**src/rtl/pwm_timebase.sv**
```systemverilog
module pwm_timebase #(
  parameter int CW = 16,
  parameter int DW = 3,
  parameter logic [CW-1:0] RST_PERIOD = '1
) (
  input  logic          clk,
  input  logic          rst_n,
  input  logic          clk_en,
  input  logic          cfg_we,
  input  logic [15:0]   cfg_wdata,
  input  logic          prd_we,
  input  logic [CW-1:0] prd_wdata,
  output logic [CW-1:0] count,
  output logic          zero_evt,
  output logic          prd_evt,
  output logic          dir_down
);
  localparam int P1W = (1 << DW) - 1;
  localparam int P2W = DW + 1;
  localparam int LOAD_BIT = 3;
  localparam int HS_LO = 7;
  localparam int DIV_LO = 10;
  localparam logic [CW-1:0] ONE = CW'(1);

  typedef enum logic [1:0] {M_UP = 2'd0, M_DOWN = 2'd1, M_UPDN = 2'd2, M_HOLD = 2'd3} mode_t;

  mode_t          mode_q;
  logic           imm_q;
  logic [DW-1:0]  div_q, hs_q;
  logic [P1W-1:0] c1_q, lim1;
  logic [P2W-1:0] c2_q, lim2;
  logic [CW-1:0]  cnt_q, prd_act_q, prd_shd_q;
  logic           dn_q;
  logic           s1_done, tick, live;
  logic           unused_cfg;

  assign unused_cfg = ^{cfg_wdata[15:DIV_LO+DW], cfg_wdata[HS_LO-1:LOAD_BIT+1], cfg_wdata[2]};

  // control word
  always_ff @(posedge clk) begin
    if (!rst_n) begin
      mode_q <= M_UP;
      imm_q  <= 1'b0;
      div_q  <= '0;
      hs_q   <= '0;
    end else if (cfg_we) begin
      mode_q <= mode_t'(cfg_wdata[1:0]);
      imm_q  <= cfg_wdata[LOAD_BIT];
      div_q  <= cfg_wdata[DIV_LO +: DW];
      hs_q   <= cfg_wdata[HS_LO +: DW];
    end
  end

  // two cascaded divider stages
  assign lim1    = ~({P1W{1'b1}} << div_q);
  assign lim2    = (hs_q == '0) ? '0 : ({1'b0, hs_q, 1'b0} - P2W'(1));
  assign s1_done = (c1_q == lim1);
  assign tick    = clk_en && s1_done && (c2_q == lim2);

  always_ff @(posedge clk) begin
    if (!rst_n || cfg_we) begin
      c1_q <= '0;
      c2_q <= '0;
    end else if (clk_en) begin
      if (s1_done) begin
        c1_q <= '0;
        c2_q <= (c2_q == lim2) ? '0 : c2_q + P2W'(1);
      end else begin
        c1_q <= c1_q + P1W'(1);
      end
    end
  end

  // counter and direction
  always_ff @(posedge clk) begin
    if (!rst_n) begin
      cnt_q <= '0;
      dn_q  <= 1'b0;
    end else if (tick) begin
      unique case (mode_q)
        M_UP: begin
          cnt_q <= (cnt_q >= prd_act_q) ? '0 : cnt_q + ONE;
          dn_q  <= 1'b0;
        end
        M_DOWN: begin
          cnt_q <= (cnt_q == '0) ? prd_act_q : cnt_q - ONE;
          dn_q  <= 1'b1;
        end
        M_UPDN: begin
          if (!dn_q) begin
            if (cnt_q >= prd_act_q) begin
              cnt_q <= (cnt_q == '0) ? '0 : cnt_q - ONE;
              dn_q  <= 1'b1;
            end else begin
              cnt_q <= cnt_q + ONE;
              dn_q  <= ((cnt_q + ONE) == prd_act_q);
            end
          end else begin
            if (cnt_q == '0) begin
              cnt_q <= (prd_act_q == '0) ? '0 : ONE;
              dn_q  <= (prd_act_q <= ONE);
            end else begin
              cnt_q <= cnt_q - ONE;
              dn_q  <= (cnt_q != ONE);
            end
          end
        end
        default: ;
      endcase
    end
  end

  assign live = tick && (mode_q != M_HOLD);

  // period shadow and active registers
  always_ff @(posedge clk) begin
    if (!rst_n) begin
      prd_act_q <= RST_PERIOD;
      prd_shd_q <= RST_PERIOD;
    end else begin
      if (prd_we) prd_shd_q <= prd_wdata;
      if (prd_we && imm_q) prd_act_q <= prd_wdata;
      else if (live && !imm_q && cnt_q == '0) prd_act_q <= prd_shd_q;
    end
  end

  assign count    = cnt_q;
  assign zero_evt = live && (cnt_q == '0);
  assign prd_evt  = live && (cnt_q == prd_act_q);
  assign dir_down = (mode_q == M_UP) ? 1'b0 : (mode_q == M_DOWN) ? 1'b1 : dn_q;
endmodule


```
**config.mk**
```make
export PLATFORM = sky130hd
export DESIGN_NAME = pwm_timebase
export DESIGN_NICKNAME = d
export VERILOG_FILES = /design/src/rtl/pwm_timebase.sv
export SDC_FILE = /design/constraint.sdc
export NUM_CORES = 1
export LEC_CHECK = 0
export BUFFER_PORTS_ARGS = -buffer_cell sky130_fd_sc_hd__buf_4
export CORE_MARGIN = 2
export CORE_UTILIZATION = 41
export DETAILED_ROUTE_END_ITERATION = 12
export SLEW_MARGIN = 15
export SYNTH_ARGS = -nofsm -noshare
export SYNTH_HDL_FRONTEND = slang
export SYNTH_SLANG_ARGS = --single-unit
```
**constraint.sdc**
```tcl
create_clock -name clk -period 2.99 [get_ports clk]
set_clock_uncertainty 0.05 [all_clocks]
set_input_delay 0.1495 -clock clk [delete_from_list [all_inputs] [get_ports clk]]
set_output_delay 0.1495 -clock clk [all_outputs]
set_load 0.02 [all_outputs]
```
==> Yosys cells after proc, flatten, opt, wreduce, memory -nomap -nowiden <==
Index checks and enable logic that the tools add are counted.
Widths: inputs -> output; s select.
{ "word_totals": {"regBits": 69, "in_bits": 37, "out_inout_bits": 19, "elab_cells": 65} }
{ "op_classes": {"addsub": 5, "n_lt_le_gt_ge": 2, "n_eq_ne": 8, "shift": 1, "n_mux": 19, "n_bitwise": 1, "reduce_logical": 19} }
{ "ops": {"columns": ["op", "count"], "rows": [
  ["$mux 16", 8],
  ["$pmux 16 s3", 1],
  ["$eq 16x16->1", 2],
  ["$logic_not 16->1", 2],
  ["$add 16x1->16 const B", 1],
  ["$ge 16x16->1", 1],
  ["$le 16x1->1 const B", 1],
  ["$ne 16x1->1 const B", 1],
  ["$sub 16x1->16 const B", 1],
  ["$logic_and 1x1->1", 8],
  ["$mux 4", 2],
  ["$add 7x1->7 const B", 1],
  ["$eq 7x7->1", 1],
  ["$mux 7", 1],
  ["$not 7->7", 1],
  ["$shl 7x3->7 const A", 1],
  ["$mux 1", 6],
  ["$add 4x1->4 const B", 1],
  ["$eq 4x4->1", 1],
  ["$reduce_and 2->1", 2],
  ["$sub 4x1->4 const B", 1],
  ["$logic_not 3->1", 1],
  ["$pmux 1 s3", 1],
  ["$reduce_bool 3->1", 1],
  ["other kinds (7)", 8]
]} }

==> Logic depth before layout (Yosys ltp) <==
Gate-level depths: netlist of run 1.
{ "logic_depth": {"word_depth": 10, "ltp_mapped": 11, "ltp_nobuf": 9} }

==> Worst setup path after synthesis of run 1 <==
OpenSTA, ideal clock, no wires.
{ "synth_timing": {"kind": "register to register", "start": "register cnt_q[0], in the netlist count[0]", "end": "register cnt_q[11], in the netlist count[11]", "setup_time_ns": 0.127, "arrival_time_ns": 2.605, "t_required_ns": 2.813, "slack_ns": 0.208, "stages_incl_launch_ff": 11, "path_buffers": 1, "cell_sequence": "dfxtp_1 -> inv_1 -> ha_1 -> nand2b_1 -> a2111oi_0 -> o32a_1 -> buf_6 -> a31oi_4 -> or2_2 -> a311oi_1 -> a211oi_1"} }
{ "synth_between": {"elab_chain_cells": 5, "elab_cells_between_ends": 11} }
{ "synth_lines": {"columns": ["item", "line_no", "text"], "rows": [
  ["from (decl)", "32", "logic [CW-1:0] cnt_q, prd_act_q, prd_shd_q;"],
  ["from (signal assigned)", "82", "cnt_q <= (cnt_q >= prd_act_q) ? '0 : cnt_q + ONE;"],
  ["from (signal assigned)", "86", "cnt_q <= (cnt_q == '0) ? prd_act_q : cnt_q - ONE;"],
  ["from (signal assigned)", "92", "cnt_q <= (cnt_q == '0) ? '0 : cnt_q - ONE;"],
  ["$sub 16x1->16 / $logic_not 16->1 (equally long branches)", null, null],
  ["$mux 16", "92", null],
  ["$mux 16", "91", "if (cnt_q >= prd_act_q) begin"],
  ["$mux 16", "90", "if (!dn_q) begin"],
  ["$pmux 16 s3 *", "80", "unique case (mode_q)"]
]} }
Every way passes the cells marked *; elsewhere a longest branch is shown, timed or not.
A chain may end at the register's enable or synchronous reset.

==> Worst setup path after layout of run 1 <==
{ "layout_timing": {"start": "register prd_act_q[12]", "end": "register cnt_q[6], in the netlist count[6]"} }
{ "layout_between": {"elab_chain_cells": 4, "elab_cells_between_ends": 5} }
{ "layout_lines": {"columns": ["item", "line_no", "text"], "rows": [
  ["from (decl)", "32", null],
  ["from (signal assigned)", "122", "if (prd_we && imm_q) prd_act_q <= prd_wdata;"],
  ["from (signal assigned)", "123", "else if (live && !imm_q && cnt_q == '0) prd_act_q <= prd_shd_q;"],
  ["$ge 16x16->1 *", "82, 91", null],
  ["$mux 16", "91", null],
  ["$mux 16", "90", null],
  ["$pmux 16 s3 *", "80", null]
]} }
Marked as above.

==> impl_metrics.tcl, run 1 <==
set metrics [dict create \
    violations "negative hold slack" \
    critPathKind "reg2reg" \
    clk-insertion-delay-late_ps 340 \
    drive_gt1_frac 0.187 \
    via_count 5427 \
    grt_setup_unrepaired "false" \
    synth_top_area_frac 0.268 \
    crit_path_frequent_cell "buf_4" \
    rows 40 \
    final_nets 823 \
    synthSimpleGateAreaFrac 0.289 \
    hold-worst-slack_ps -4.01 \
    report.final.slew_viol_count 0 \
    fin_crit_sh 0.971 \
    wl_per_cell_um 17.2 \
    syn_area_um2 5150 \
    synth.area.top_cells "dfxtp_1 27%, ha_1 6.1%, nand2_1 5.5%, mux2i_1 5.4%, o21ai_0 4.4%" \
    clk_path_buf_depth 2 \
    drc_errors 0 \
    synth_edf_count 0 \
    first_pass_iters 7 \
    cts_made_buffers 9 \
    synth-compound-area-share 0.203 \
    clkTransAtPathRegs_ps 50 \
    max_clock_freq_ghz 0.344 \
    relSlewSlack 0.557 \
    whs_path_depth 3 \
    cts.sinks 69 \
    synthXorXnorAreaFrac 0.0612 \
    die_x_um 116 \
    viasPerCell 5.82 \
    worstMarginPinSlew_ps 665 \
    p_leak_nw 2.85 \
    initial_core_util 0.424 \
    yosysWarnings 0 \
    async_reset_ff_frac 0 \
    cp-start-kind "flip-flop" \
    syn2layout_area_growth_pct 24.8 \
    drtIter0Drc 502 \
    gr-total-overflow 0 \
    synth-seq-cells 69 \
    layout_commonest_cell "buf_4" \
    synth-main-ff-cell "dfxtp_1" \
    cts_tree "built" \
    die_h_um 116 \
    cpPeakStageDelay_ps 580 \
    grt_pass1_vias 5021 \
    avgSynthCellArea_um2 7.59 \
    synthAdderAreaFrac 0.0607 \
    wl_mm 16.0 \
    crit_fanout 11 \
    slowest_stage "or4_4" \
    dieArea_um2 13500 \
    grt_max_degree 68 \
    dpl.hpwl_mm 11.7 \
    ys_types 68 \
    peakVddDrop_mv 0.341 \
    io_pins 56 \
    core_area_um2 12200 \
    synthCells 679 \
    min_period_ps 2900 \
    gp_congestion 0.986 \
    yosys.area.top_type "dfxtp_1" \
    n_antenna_cell 0 \
    path_cells "inv_1, ha_1, nand4_1, or4_4, o32a_4, buf_4, nand3_1, buf_4, o21ai_0, a32oi_1, o21ai_1" \
    final_cell_mix "104 x buf_4, 75 x nand2_1, 68 x dfxtp_1" \
    synth_mux_area_frac 0.0588 \
    critPathCaptureType "flip-flop" \
    grt.total_usage 0.245 \
    utilization 0.529 \
    synth_seq_area_share 0.268 \
    grt_antenna_before_repair 0 \
    ant_nets 0 \
    hp-class "in2reg" \
    cts_root_buf "clkbuf_16" \
    p_per_area_nw_per_um2 408 \
    grt_pass1_wl_mm 25.7 \
    synth_top_family_by_area "simple AND/OR/NAND/NOR gates" \
    syn-num-nets 741 \
    hold_viol_final 1 \
    rr_worst_depth 11 \
    drv_cap 0 \
    io_buffers 48 \
    setup_viol 0 \
    cp.arrival_ps 3070 \
    outcome "finished, violations left" \
    crit_required_ps 3160 \
    setup_tns_ps 0 \
    htreeDepth 3 \
]
==> worst max-delay path, delay by kind of cell (launching register included) <==
kind / cells / cell delay [ps]
AOI/OAI and AO/OA: 4 / 880
adders and majority gates: 1 / 280
buffers and inverters: 3 / 440
DFF: 1 / 330
and+or+nand+nor: 3 / 810
==> synthesized netlist by cell type (all sizes together) (16+ instances only) <==
library cell  instances
and3                 16
xnor2                25
a31oi                17
nand3                41
a21oi                20
inv                  25
mux2i                28
buf                  16
nand4                16
o21ai                46
clkbuf               33
nand2                76
dfxtp                69
ha                   25
nor2                 60
==> layer usage <==
| layer | GRT usage | vias up | routed length, um |
|---|---|---|---|
| met5 | 0 | - | 0 |
| li1 | - | 2623 | - |
| met2 | 0.380 | 233 | 7230 |
| met3 | 0.0498 | 38 | 1220 |
| met1 | 0.333 | 2533 | 7150 |
| met4 | 0.104 | 0 | 443 |
==> where the power goes <==
group	total, W	leakage, nW	switching, W	internal, W
clock network	0.00104	0.134	0.000397	0.000641
registers	0.000986	0.563	0.0000323	0.000954
logic	0.000603	2.15	0.000352	0.000251
total	0.00263	2.85	0.000781	0.00185
==> layout make-up <==
type	count	area, um^2
Fill cell	1150	5730
Multi-Input combinational cell	536	3520
Sequential cell	69	1380
Timing Repair Buffer	120	951
Clock buffer	13	240
Tap cell	168	210
Inverter	25	93.8
Clock inverter	2	35.0
==> cells by family after synthesis <==
kind of cell | after synthesis
AND/OR/NAND/NOR | 290
multiplexers | 30
AO/OA/AOI/OAI | 155
XOR/XNOR | 36
flip-flops | 69
adder cells (fa/ha/maj) | 25
buffers and inverters | 74
==> sequential cells by signal, indices dropped and copies added (netlist names) <==
register   cells
dn_q           1
prd_shd_q     16
imm_q          1
div_q          3
prd_act_q     16
c1_q           7
hs_q           3
c2_q           4
count         16
mode_q         2
==> per-stage QoR <==
stage	setup slack (ps)	total power [W]	area (um^2)	hold WS, ps	instances
finish	85.8	0.00263	6430	-4.01	933
detailed placement	69.8	0.00157	5940	331	902
global placement	158	0.00157	5940	327	902
floorplan	208	0.00138	5150	228	679
global route	3.66	0.00274	6430	13.2	933
CTS	9.66	0.00263	6370	3.89	932
==> timing repair <==
action,4_1_cts,5_1_grt
resized for setup,1,12
pin swaps,0,2
buffers inserted,0,1
endpoints found under the setup margin,1,15
hold endpoints to repair,15,0
hold buffers,15,0
==> final timing paths <==
kind	start	to	slack, ps
worst min register to register	prd_shd_q[8]$_SDFFE_PN1P_	prd_shd_q[8]$_SDFFE_PN1P_	420
worst min-delay path	prd_wdata[3]	prd_shd_q[3]$_SDFFE_PN1P_	-4
worst max-delay path	prd_act_q[12]$_SDFFE_PN1P_	count[6]$_SDFFE_PN0P_	90
worst max register to register	prd_act_q[12]$_SDFFE_PN1P_	count[6]$_SDFFE_PN0P_	90
Power figures use the tool's default switching activity.
==> run 2: changes to the inputs <==
- SETUP_SLACK_MARGIN: default -> 0.4
==> impl_metrics.tcl, run 2 (same netlist as run 1, synthesis figures left out) <==
set metrics [dict create \
    whs_path_depth 3 \
    clkTransAtPathRegs_ps 60 \
    clk-insertion-delay-late_ps 340 \
    final_nets 831 \
    placed_area_um2 5980 \
    outcome "complete, no violations" \
    critPathCaptureType "flip-flop" \
    initial_core_util 0.424 \
    fin_crit_sh 0.869 \
    io_buffers 48 \
    report.final.slew_viol_count 0 \
    final_area_um2 6830 \
    cts.sinks 69 \
    drtIter0Drc 417 \
    core_area_um2 12200 \
    wl_mm 17.0 \
    gr-total-overflow 0 \
    rows 40 \
    grt_pass1_wl_mm 26.6 \
    syn2layout_area_growth_pct 32.5 \
    grt_pass1_vias 5044 \
    die_h_um 116 \
    setup_tns_ps 0 \
    htreeDepth 3 \
    grt_setup_unrepaired "true" \
    final_cell_mix "109 x buf_4, 75 x nand2_1, 56 x nor2_1" \
    hold_viol_final 0 \
    max_clock_freq_ghz 0.385 \
    ant_nets 0 \
    power_switching_w 0.000857 \
    cp.arrival_ps 2760 \
    via_count 5445 \
    switching_share 0.323 \
    drv_cap 0 \
    hp-class "in2reg" \
    first_pass_iters 5 \
    dpl.hpwl_mm 12.1 \
    cts_made_buffers 9 \
    cp-start-kind "flip-flop" \
    grt.total_usage 0.256 \
    dieArea_um2 13500 \
    setup_viol 0 \
    relSlewSlack 0.280 \
    pwr-share-clk 0.379 \
    io_pins 56 \
    cts_root_buf "clkbuf_16" \
    pre_cts_slack_ps 72.1 \
    final.setup.worst_slack_ps 391 \
    p_leak_nw 2.90 \
    drive_gt1_frac 0.280 \
    share_seq_of_total_power 0.372 \
    crit_required_ps 3150 \
    rr_worst_depth 9 \
    grt_max_degree 39 \
    viasPerCell 5.78 \
    n_antenna_cell 0 \
    min_period_ps 2600 \
    p_comb_frac 0.248 \
    p_total_w 0.00265 \
    cts_tree "built" \
    clk_path_buf_depth 2 \
    crit_fanout 6 \
    die_x_um 116 \
    gp_congestion 0.945 \
    intPower_w 0.00180 \
    peakVddDrop_mv 0.394 \
    critPathKind "reg2reg" \
    grt_antenna_before_repair 0 \
    layout_commonest_cell "buf_4" \
    p_per_area_nw_per_um2 389 \
    worstMarginPinSlew_ps 1080 \
    drc_errors 0 \
    wl_per_cell_um 18.0 \
]
[run 2: worst paths after layout]
path | start | endpoint | slack [ps]
max | count[0]$_SDFFE_PN0P_ | count[11]$_SDFFE_PN0P_ | 390
min | cfg_wdata[8] | hs_q[1]$_SDFFE_PN0P_ | 20
max reg2reg | count[0]$_SDFFE_PN0P_ | count[11]$_SDFFE_PN0P_ | 390
min reg2reg | prd_shd_q[3]$_SDFFE_PN1P_ | prd_shd_q[3]$_SDFFE_PN1P_ | 420
[run 2: worst max-delay path, stage by stage (launching register included)]
cell and delay [ps]:
dfxtp_4 340, inv_1 140, ha_4 240, nand2b_1 150
a2111oi_2 380, o32a_4 310, a31oi_4 130, or2_2 340
a311oi_2 310, a211oi_2 80
[run 2: area by class of cell]
class	count	area, um^2
multi-input cells	536	3800
fillers	1143	5340
clock inverters	5	37.5
inverters	25	93.8
clock buffers	11	233
repair buffers	128	1020
flip-flops and latches	69	1430
well taps	168	210
[run 2: repair_timing]
item	CTS	global route
pin swaps	13	11
gates resized for setup	35	41
hold buffers	16	0
hold endpoints to repair	16	0
setup endpoints to repair	19	35
setup buffers	5	3
[run 2: power groups by stage]
| stage | combinational [W] | clock [W] | sequential (W) |
|---|---|---|---|
| 2_1_floorplan | 0.000376 | 0 | 0.00101 |
| 3_3_place_gp | 0.000563 | 0 | 0.00100 |
| 3_5_place_dp | 0.000574 | 0 | 0.00101 |
| 4_1_cts | 0.000607 | 0.00103 | 0.000987 |
| 5_1_grt | 0.000710 | 0.00107 | 0.000991 |
| 6_report | 0.000659 | 0.00101 | 0.000988 |
[run 2: metrics by stage]
stage          hold WS [ps]  instances   util
3_3_place_gp            327        902  0.492
4_1_cts                13.3        939  0.542
3_5_place_dp            331        902  0.492
5_1_grt                15.1        942  0.561
2_1_floorplan           228        679      -
6_report               16.9        942  0.561
[run 2: layer usage]
metal | global-route usage | wire length, um | vias to the layer above
li1 | - | - | 2639
met1 | 0.340 | 7650 | 2576
met2 | 0.416 | 7870 | 199
met3 | 0.0555 | 1040 | 31
met4 | 0.0778 | 428 | 0
met5 | 0 | 0 | -
==> run 3: changes to the inputs <==
==> constraint.sdc (replaced) <==
create_clock -name clk -period 2.99 [get_ports clk]
set_clock_uncertainty 0.05 [all_clocks]
set_input_delay 0.4485 -clock clk [delete_from_list [all_inputs] [get_ports clk]]
set_output_delay 0.4485 -clock clk [all_outputs]
set_load 0.02 [all_outputs]
==> impl_metrics.tcl, run 3 (same netlist as run 1, synthesis figures left out) <==
set metrics [dict create \
    nFillCells 1123 \
    rows 40 \
    clk-insertion-delay-late_ps 360 \
    critPathKind "reg2out" \
    p_leak_nw 2.97 \
    dpl.hpwl_mm 11.7 \
    worstMarginPinSlew_ps 1040 \
    final_nets 826 \
    die_h_um 116 \
    ant_nets 0 \
    grt_pass1_wl_mm 26.4 \
    syn2layout_area_growth_pct 32.3 \
    final_cell_mix "109 x buf_4, 73 x nand2_1, 56 x nor2_1" \
    min_period_ps 2830 \
    placed_area_um2 5970 \
    dieArea_um2 13500 \
    cts.sinks 69 \
    wl_per_cell_um 18.1 \
    gp_congestion 0.944 \
    gr-total-overflow 0 \
    hp-class "in2reg" \
    r2r_slack_ps 280 \
    cts_made_buffers 9 \
    clk_path_buf_depth 2 \
    die_x_um 116 \
    p_total_w 0.00275 \
    setup_viol 0 \
    cts_tree "built" \
    p_per_area_nw_per_um2 403 \
    setup_tns_ps 0 \
    final.setup.worst_slack_ps 158 \
    postCtsHoldBufs 0 \
    grt_max_degree 68 \
    max_clock_freq_ghz 0.353 \
    final_area_um2 6820 \
    grt_pass1_vias 4912 \
    drc_errors 0 \
    htreeDepth 3 \
    grt.total_usage 0.253 \
    drv_cap 0 \
    outcome "complete, no violations" \
    r2r_start "prd_act_q[8]$_SDFFE_PN1P_" \
    hold_viol_final 0 \
    pre_cts_slack_ps 137 \
    fin_crit_sh 0.947 \
    via_count 5504 \
    cp.arrival_ps 2330 \
    wl_mm 17.0 \
    rr_worst_depth 9 \
    io_pins 56 \
    n_antenna_cell 0 \
    layout_commonest_cell "buf_4" \
    drive_gt1_frac 0.294 \
    report.final.slew_viol_count 0 \
    viasPerCell 5.87 \
    cp-start-kind "flip-flop" \
    whs_path_depth 3 \
    crit_start "div_q[1]$_SDFFE_PN0P_" \
    crit_path_end "prd_evt" \
    core_area_um2 12200 \
    crit_required_ps 2490 \
    grt_antenna_before_repair 0 \
    cts_root_buf "clkbuf_16" \
    relSlewSlack 0.308 \
    io_buffers 48 \
    initial_core_util 0.424 \
    r2r_end "count[1]$_SDFFE_PN0P_" \
    drtIter0Drc 474 \
    grt_setup_unrepaired "true" \
    critPathCaptureType "primary output" \
    first_pass_iters 5 \
    crit_fanout 4 \
    clkTransAtPathRegs_ps 60 \
    peakVddDrop_mv 0.324 \
    hold-worst-slack_ps 271 \
]
run 3: where the power goes:
group	total, W	internal [W]	switching, W
Sequential	0.000984	0.000951	0.0000337
Clock	0.00111	0.000658	0.000455
Combinational	0.000652	0.000265	0.000387
run 3: worst max-delay path: stages, from the launching register on:
cell and delay, ps:
dfxtp_4 360, buf_6 110, buf_4 100, o21ai_0 80
a2bb2oi_2 160, a211oi_4 260, nand3_2 120, or3b_4 420
nor3_4 220, buf_6 150
run 3: layout make-up:
| type | count | area, um^2 | area share |
|---|---|---|---|
| Clock buffer | 12 | 278 | 0.0407 |
| Clock inverter | 4 | 28.8 | 0.00422 |
| Inverter | 25 | 93.8 | 0.0138 |
| Multi-Input combinational cell | 536 | 3800 | 0.557 |
| Sequential cell | 69 | 1420 | 0.209 |
| Tap cell | 168 | 210 | 0.0308 |
| Timing Repair Buffer | 123 | 985 | 0.144 |
run 3: worst min path at each step:
stage / from / endpoint
after floorplan: prd_shd_q[0]$_SDFFE_PN1P_ / prd_shd_q[0]$_SDFFE_PN1P_
after global placement: prd_shd_q[13]$_SDFFE_PN1P_ / prd_shd_q[13]$_SDFFE_PN1P_
after detailed placement: prd_shd_q[7]$_SDFFE_PN1P_ / prd_shd_q[7]$_SDFFE_PN1P_
after CTS: prd_wdata[7] / prd_shd_q[7]$_SDFFE_PN1P_
after global routing: prd_wdata[3] / prd_shd_q[3]$_SDFFE_PN1P_
final: prd_wdata[7] / prd_shd_q[7]$_SDFFE_PN1P_
run 3: per-layer routing:
metal,share of wire,GRT usage,vias to the layer above
li1,-,-,2634
met5,0,0,-
met2,0.45,0.393,221
met3,0.075,0.0524,34
met4,0.028,0.0857,0
met1,0.45,0.351,2615
run 3: timing repair:
action / in CTS / in global routing
gates cloned: 0 / 1
setup buffers: 17 / 5
setup endpoints to repair: 19 / 20
resized for setup: 49 / 49
pin swaps: 19 / 31
run 3: through the flow:
step	util	std cells
2_1_floorplan	-	679
3_3_place_gp	0.491	898
3_5_place_dp	0.491	898
4_1_cts	0.541	931
5_1_grt	0.561	937
6_report	0.561	937
